File: config.mk
export PLATFORM = sky130hd
export DESIGN_NAME = cfg_flash_regs
export DESIGN_NICKNAME = d
export VERILOG_FILES = /design/src/rtl/cfgreg_pkg.sv /design/src/rtl/cfg_cmd_decode.sv /design/src/rtl/cfg_reset_seq.sv /design/src/rtl/cfg_xfer.sv /design/src/rtl/cfg_reg_file.sv /design/src/rtl/cfg_flash_regs.sv
export SDC_FILE = /design/constraint.sdc
export NUM_CORES = 1
export LEC_CHECK = 0
export ABC_AREA = 1
export BUFFER_PORTS_ARGS = -buffer_cell sky130_fd_sc_hd__buf_2
export CAP_MARGIN = 25
export CORE_MARGIN = 1.5
export CORE_UTILIZATION = 54
export DETAILED_ROUTE_END_ITERATION = 10
export PLACE_DENSITY = 0.8
export RECOVER_POWER = 50
export SYNTH_ARGS = -nofsm -noshare
export SYNTH_HDL_FRONTEND = slang
export SYNTH_SLANG_ARGS = --single-unit
File: constraint.sdc
create_clock -name clk -period 2 [get_ports clk]
set_clock_uncertainty 0.2 [all_clocks]
set_input_delay 0.2 -clock clk [delete_from_list [all_inputs] [get_ports clk]]
set_output_delay 0.2 -clock clk [all_outputs]
set_load 0.02 [all_outputs]
File: src/rtl/cfgreg_pkg.sv
package cfgreg_pkg;

   localparam logic [7:0] OP_WEL_SET  = 8'h06;
   localparam logic [7:0] OP_WEL_CLR  = 8'h04;
   localparam logic [7:0] OP_NV_WR    = 8'hB1;
   localparam logic [7:0] OP_NV_RD    = 8'hB5;
   localparam logic [7:0] OP_VC_WR    = 8'h81;
   localparam logic [7:0] OP_VC_RD    = 8'h85;
   localparam logic [7:0] OP_EV_WR    = 8'h61;
   localparam logic [7:0] OP_EV_RD    = 8'h65;
   localparam logic [7:0] OP_A4_ON    = 8'hB7;
   localparam logic [7:0] OP_A4_OFF   = 8'hE9;
   localparam logic [7:0] OP_SEG_WR   = 8'hC5;
   localparam logic [7:0] OP_SEG_RD   = 8'hC8;
   localparam logic [7:0] OP_RST_ARM  = 8'h66;
   localparam logic [7:0] OP_RST_FIRE = 8'h99;

   localparam int NV_W = 16;
   localparam int BYTE_W = 8;

   typedef enum logic [2:0] {
      TGT_NONE = 3'd0,
      TGT_NV   = 3'd1,
      TGT_VC   = 3'd2,
      TGT_EV   = 3'd3,
      TGT_SEG  = 3'd4
   } tgt_e;

   typedef struct packed {
      logic wel_set;
      logic wel_clr;
      logic a4_on;
      logic a4_off;
      logic arm;
      logic fire;
      logic is_wr;
      logic is_rd;
      tgt_e tgt;
   } dec_t;

   // Volatile register image rebuilt from the non-volatile word.
   function automatic logic [7:0] derive_vc(input logic [NV_W-1:0] nv);
      logic [7:0] v;
      v = '0;
      v[0] = 1'b1;
      v[1] = 1'b1;
      v[3] = (nv[11:9] != 3'b111);
      v[7:4] = nv[15:12];
      return v;
   endfunction

   // Enhanced volatile register image rebuilt from the non-volatile word.
   function automatic logic [7:0] derive_ev(input logic [NV_W-1:0] nv);
      logic [7:0] e;
      e = '0;
      e[2:0] = 3'b111;
      e[3] = 1'b1;
      e[4] = 1'b1;
      e[6] = nv[2];
      e[7] = nv[3];
      return e;
   endfunction

endpackage

File: src/rtl/cfg_cmd_decode.sv
module cfg_cmd_decode
   import cfgreg_pkg::*;
(
   input  logic [7:0] op,
   output dec_t       dec
);

   always_comb begin
      dec = '0;
      dec.tgt = TGT_NONE;
      case (op)
         OP_WEL_SET:  dec.wel_set = 1'b1;
         OP_WEL_CLR:  dec.wel_clr = 1'b1;
         OP_A4_ON:    dec.a4_on = 1'b1;
         OP_A4_OFF:   dec.a4_off = 1'b1;
         OP_RST_ARM:  dec.arm = 1'b1;
         OP_RST_FIRE: dec.fire = 1'b1;
         OP_NV_WR:    begin dec.is_wr = 1'b1; dec.tgt = TGT_NV;  end
         OP_VC_WR:    begin dec.is_wr = 1'b1; dec.tgt = TGT_VC;  end
         OP_EV_WR:    begin dec.is_wr = 1'b1; dec.tgt = TGT_EV;  end
         OP_SEG_WR:   begin dec.is_wr = 1'b1; dec.tgt = TGT_SEG; end
         OP_NV_RD:    begin dec.is_rd = 1'b1; dec.tgt = TGT_NV;  end
         OP_VC_RD:    begin dec.is_rd = 1'b1; dec.tgt = TGT_VC;  end
         OP_EV_RD:    begin dec.is_rd = 1'b1; dec.tgt = TGT_EV;  end
         OP_SEG_RD:   begin dec.is_rd = 1'b1; dec.tgt = TGT_SEG; end
         default:     dec = '0;
      endcase
   end

endmodule

File: src/rtl/cfg_reset_seq.sv
module cfg_reset_seq (
   input  logic clk,
   input  logic rst_n,
   input  logic cmd_valid,
   input  logic is_arm,
   input  logic is_fire,
   output logic fire
);

   logic armed_q;

   // Every opcode rewrites the arm flag, so only an adjacent pair fires.
   always_ff @(posedge clk or negedge rst_n) begin
      if (!rst_n)
         armed_q <= 1'b0;
      else if (cmd_valid)
         armed_q <= is_arm;
   end

   assign fire = cmd_valid && is_fire && armed_q;

endmodule

File: src/rtl/cfg_xfer.sv
module cfg_xfer
   import cfgreg_pkg::*;
#(
   parameter int SEG_W = 2
) (
   input  logic              clk,
   input  logic              rst_n,
   input  logic              cmd_valid,
   input  logic              is_wr,
   input  logic              is_rd,
   input  tgt_e              tgt,
   input  logic              wel,
   input  logic              din_valid,
   input  logic [7:0]        din,
   input  logic              dout_next,
   input  logic [NV_W-1:0]   nv,
   input  logic [7:0]        vc,
   input  logic [7:0]        ev,
   input  logic [SEG_W-1:0]  seg,
   output logic              wr_stb,
   output tgt_e              wr_tgt,
   output logic [NV_W-1:0]   wr_word,
   output logic [7:0]        dout,
   output logic              dout_valid
);

   logic       col_q;
   logic       rd_q;
   tgt_e       tgt_q;
   logic       idx_q;
   logic [7:0] lo_q;
   logic       last;
   logic [7:0] seg_byte;

   generate
      if (SEG_W < BYTE_W) begin : g_seg_pad
         assign seg_byte = {{(BYTE_W-SEG_W){1'b0}}, seg};
      end else begin : g_seg_full
         assign seg_byte = seg[BYTE_W-1:0];
      end
   endgenerate

   // Only the non-volatile word spans two bytes.
   assign last = (tgt_q == TGT_NV) ? idx_q : 1'b1;

   always_ff @(posedge clk or negedge rst_n) begin
      if (!rst_n) begin
         col_q <= 1'b0;
         rd_q  <= 1'b0;
         tgt_q <= TGT_NONE;
         idx_q <= 1'b0;
         lo_q  <= '0;
      end else if (cmd_valid) begin
         col_q <= is_wr && wel;
         rd_q  <= is_rd;
         tgt_q <= tgt;
         idx_q <= 1'b0;
      end else if (col_q && din_valid) begin
         if (last)
            col_q <= 1'b0;
         else begin
            idx_q <= 1'b1;
            lo_q  <= din;
         end
      end else if (rd_q && dout_next) begin
         if (last)
            rd_q <= 1'b0;
         else
            idx_q <= 1'b1;
      end
   end

   assign wr_stb  = !cmd_valid && col_q && din_valid && last;
   assign wr_tgt  = tgt_q;
   assign wr_word = (tgt_q == TGT_NV) ? {din, lo_q} : {8'h00, din};

   always_comb begin
      case (tgt_q)
         TGT_NV:  dout = idx_q ? nv[15:8] : nv[7:0];
         TGT_VC:  dout = vc;
         TGT_EV:  dout = ev;
         TGT_SEG: dout = seg_byte;
         default: dout = 8'h00;
      endcase
   end

   assign dout_valid = rd_q;

endmodule

File: src/rtl/cfg_reg_file.sv
module cfg_reg_file
   import cfgreg_pkg::*;
#(
   parameter logic [15:0] NV_DEFAULT = 16'h8FFF,
   parameter int          SEG_W      = 2
) (
   input  logic              clk,
   input  logic              rst_n,
   input  logic              cmd_valid,
   input  logic              wel_set,
   input  logic              wel_clr,
   input  logic              a4_on,
   input  logic              a4_off,
   input  logic              fire,
   input  logic              wr_stb,
   input  tgt_e              wr_tgt,
   input  logic [NV_W-1:0]   wr_word,
   output logic              wel,
   output logic              a4,
   output logic [SEG_W-1:0]  seg,
   output logic [NV_W-1:0]   nv,
   output logic [7:0]        vc,
   output logic [7:0]        ev
);

   localparam logic [SEG_W-1:0] SEG_ALL = {SEG_W{1'b1}};
   localparam logic [SEG_W-1:0] SEG_RST = NV_DEFAULT[1] ? '0 : SEG_ALL;

   always_ff @(posedge clk or negedge rst_n) begin
      if (!rst_n) begin
         nv  <= NV_DEFAULT;
         vc  <= derive_vc(NV_DEFAULT);
         ev  <= derive_ev(NV_DEFAULT);
         a4  <= !NV_DEFAULT[0];
         seg <= SEG_RST;
         wel <= 1'b0;
      end else if (fire) begin
         wel <= 1'b0;
         vc  <= derive_vc(nv);
         ev  <= derive_ev(nv);
         a4  <= !nv[0];
         seg <= nv[1] ? '0 : SEG_ALL;
      end else begin
         if (cmd_valid && wel_set) wel <= 1'b1;
         if (cmd_valid && wel_clr) wel <= 1'b0;
         if (cmd_valid && a4_on)   a4  <= 1'b1;
         if (cmd_valid && a4_off)  a4  <= 1'b0;
         if (wr_stb) begin
            case (wr_tgt)
               TGT_NV:  nv  <= wr_word;
               TGT_VC:  vc  <= wr_word[7:0];
               TGT_EV:  ev  <= wr_word[7:0];
               TGT_SEG: seg <= wr_word[SEG_W-1:0];
               default: ;
            endcase
         end
      end
   end

endmodule

File: src/rtl/cfg_flash_regs.sv
module cfg_flash_regs
   import cfgreg_pkg::*;
#(
   parameter logic [15:0] NV_DEFAULT = 16'h8FFF,
   parameter int          SEG_W      = 2
) (
   input  logic              clk,
   input  logic              rst_n,
   input  logic              cmd_valid,
   input  logic [7:0]        cmd_op,
   input  logic              din_valid,
   input  logic [7:0]        din,
   input  logic              dout_next,
   output logic [7:0]        dout,
   output logic              dout_valid,
   output logic              wr_en,
   output logic              addr4_mode,
   output logic [SEG_W-1:0]  ext_addr,
   output logic [15:0]       nv_cfg,
   output logic [7:0]        v_cfg,
   output logic [7:0]        ev_cfg
);

   generate
      if (SEG_W < 1 || SEG_W > BYTE_W) begin : g_bad_seg
         $error("cfg_flash_regs: SEG_W must lie in 1..8");
      end
   endgenerate

   dec_t            dec;
   logic            fire;
   logic            wr_stb;
   tgt_e            wr_tgt;
   logic [NV_W-1:0] wr_word;

   cfg_cmd_decode u_dec (
      .op  (cmd_op),
      .dec (dec)
   );

   cfg_reset_seq u_rst (
      .clk       (clk),
      .rst_n     (rst_n),
      .cmd_valid (cmd_valid),
      .is_arm    (dec.arm),
      .is_fire   (dec.fire),
      .fire      (fire)
   );

   cfg_xfer #(.SEG_W(SEG_W)) u_xfer (
      .clk        (clk),
      .rst_n      (rst_n),
      .cmd_valid  (cmd_valid),
      .is_wr      (dec.is_wr),
      .is_rd      (dec.is_rd),
      .tgt        (dec.tgt),
      .wel        (wr_en),
      .din_valid  (din_valid),
      .din        (din),
      .dout_next  (dout_next),
      .nv         (nv_cfg),
      .vc         (v_cfg),
      .ev         (ev_cfg),
      .seg        (ext_addr),
      .wr_stb     (wr_stb),
      .wr_tgt     (wr_tgt),
      .wr_word    (wr_word),
      .dout       (dout),
      .dout_valid (dout_valid)
   );

   cfg_reg_file #(.NV_DEFAULT(NV_DEFAULT), .SEG_W(SEG_W)) u_regs (
      .clk       (clk),
      .rst_n     (rst_n),
      .cmd_valid (cmd_valid),
      .wel_set   (dec.wel_set),
      .wel_clr   (dec.wel_clr),
      .a4_on     (dec.a4_on),
      .a4_off    (dec.a4_off),
      .fire      (fire),
      .wr_stb    (wr_stb),
      .wr_tgt    (wr_tgt),
      .wr_word   (wr_word),
      .wel       (wr_en),
      .a4        (addr4_mode),
      .seg       (ext_addr),
      .nv        (nv_cfg),
      .vc        (v_cfg),
      .ev        (ev_cfg)
   );

endmodule

==> run metrics <==
worst-case reg-to-reg path depth=7; crit path launch type=flop; Hold Path Depth=3; drc violations=0; Max VDD drop=0.402 mV; Slew Viols, Final=0; WHS=0.00217 ns; Pwr Total=1.99 mW; Ant. Diodes=0; post-DP HPWL=5.53 mm; syn nets=404; DR vias/cell=5.32; io pins=66; CP startpoint=u_xfer.wr_tgt[0]; Top delay family on crit path=flip-flops; DR iter-0 viols=240; H-tree Lvls=2; CTS root buffer=clkbuf_8; Routed WL=7.66 mm; Internal Power=1.48 mW; syn avg cell area=7.41 µm²; non-filler instance count after layout=539; design area=0.00353 mm²; count of input and output buffers=65; Logic pwr share=0.092; FF-to-FF Start=u_xfer.wr_tgt[1]; post-route core utilization=0.696; dpl ws=0.186 ns; GPL Wtd Cong=0.963; Max Fclk=0.501 GHz; total of max-cap violations=0; fillcell total=439; cell area after placement=0.00324 mm²; delay of the slowest critical-path stage=0.43 ns; clk_lat worst skew=0.31 ns; drt first pass iters=5; Buf+Inv Stages, Crit Path=2; Tcrit/Tclk final=0.998; mapped cell area=0.00284 mm²; Clk pin slew, worst setup/hold paths=0.10 ns; synth unique cells=30; most frequent cells in the layout=138 x nand2_1, 42 x buf_2, 33 x inv_1, 31 x nand3_1, 26 x nor2_1; Critical Path Stages=5; CTS Buffer Depth=2; Synth Warn #=0; post-route setup TNS=0 ns; Hold Fails Final Rpt=0; #FFs+latches synth=51; CTS Buf Count=5; CTS tree=done; Clock Power Share=0.380; switching share of total power=0.253; Seq/Total Area, Yosys=0.460; relative max-transition margin=0.184; Power Density=562 mW/mm²; largest net degree at the start of global routing=52; drt wl/cell=14.2 µm; Die Wd=75.5 µm; initial antenna violation count=0; most common cell after layout, fill and taps aside=nand2_1; Die Ht=75.5 µm; setup ws final=0.00383 ns; placed cells=514; Hold Path Class=in -> reg; row count=26; CP endpoint kind=output port; RSZ-0062 raised after global routing=yes; critical path's slowest cell=dfrtp_1; vias in the first global route=2,507; fin crit period=2.00 ns; Synth Instances=383; CP Data Arrival Time=1.60 ns; Sw Pwr=0.502 mW; CTS sink count=51; share of cells above drive strength 1=0.252; WS Path Type=reg -> out; first-pass GRT wire length=11.9 mm; gr usage total=0.279; synth-to-layout area growth=24.5%; status=complete, no violations; CP Cell Sequence=buf_4 -> nor3_2 -> nand2_1 -> o2111ai_1 -> buf_2; core region area=0.00507 mm²; gr ovfl total=0; sequential share of power=0.528; final antenna-violating net count=0; CP Max Fanout=3; Hold Path Origin=cmd_op[3]; initial cell density of the core=0.559; LEAKAGE=1.81 nW; Slew @ Worst Pin=1.22 ns; final net count=489; WP data required=1.60 ns; die area=0.00570 mm²; count of final setup violators=0; vias=2,869
==> final cells by class <==
cell class	instances	area [µm²]	share of cell area
Multi-Input combinational cell	279	1330	0.378
Sequential cell	51	1310	0.371
Timing Repair Buffer	89	519	0.147
Inverter	42	165	0.0468
Tap cell	70	87.6	0.0248
Clock buffer	5	68.8	0.0195
Clock inverter	3	47.5	0.0135
==> flip-flops by register name, indices dropped and copies added (netlist names), 2 cells and up <==
name	count
u_xfer.wr_tgt	3
u_regs.ev	8
u_xfer.lo_q	8
u_regs.seg	2
u_regs.vc	8
u_regs.nv	16
==> cells by family (layout without fill, tap and decap cells) <==
group | Yosys count | count (layout) | share of synthesized area
simple gates | 224 | 224 | 0.351
compound gates | 55 | 55 | 0.111
flops | 51 | 51 | 0.460
buf+inv | 53 | 139 | 0.0785
==> worst paths after layout <==
kind,slack (ns),endpoint
min in group asynchronous,0.56,u_xfer.col_q
max,0.004,dout[1]
max reg2reg,0.22,u_xfer.lo_q[5]
min reg2reg,0.29,u_regs.nv[7]
max in group asynchronous,0.23,u_xfer.idx_q
min,0.002,u_xfer.wr_tgt[0]
==> power groups by stage <==
stage               combinational [mW]  sequential [mW]  clock, mW
floorplan                       0.0757             1.07          0
global placement                 0.157             1.07          0
detailed placement               0.161             1.07          0
CTS                              0.180             1.05      0.754
global route                     0.203             1.05      0.810
finish                           0.182             1.05      0.754
==> synth_stat cells, drive strengths merged <==
library cell,count,area [µm²]
or2,1,6.26
nand3,35,203
a22oi,1,7.51
dfrtp,28,701
o2bb2ai,1,8.76
o21ai,37,185
o31ai,1,7.51
o211ai,6,45.0
buf,11,65.1
dfstp,23,604
nand4,10,62.6
inv,42,158
nor2,31,143
a21oi,5,25.0
nand2,142,548
o221ai,2,17.5
o2111ai,2,17.5
nand3b,3,22.5
nor3,2,10.0
==> tightest hold or removal path, cell delays in order <==
cell and delay, ns:
buf_2 0.11, nor3_1 0.06, o2bb2ai_1 0.12
==> repair_timing <==
action / 4_1_cts / 5_1_grt
setup endpoints to repair: 8 / 21
pin swaps: 0 / 1
hold endpoints to repair: 47 / 0
setup buffers: 2 / 3
gates resized for setup: 5 / 10
hold buffers: 12 / 0
==> routing by layer <==
| layer | share of wire | routed length, µm | track usage |
|---|---|---|---|
| met1 | 0.44 | 3360 | 0.387 |
| met2 | 0.47 | 3590 | 0.442 |
| met3 | 0.080 | 611 | 0.0780 |
| met4 | 0.012 | 95 | 0.0536 |
| met5 | 0 | 0 | 0 |
Note: power is estimated with default switching activity, not from simulation.
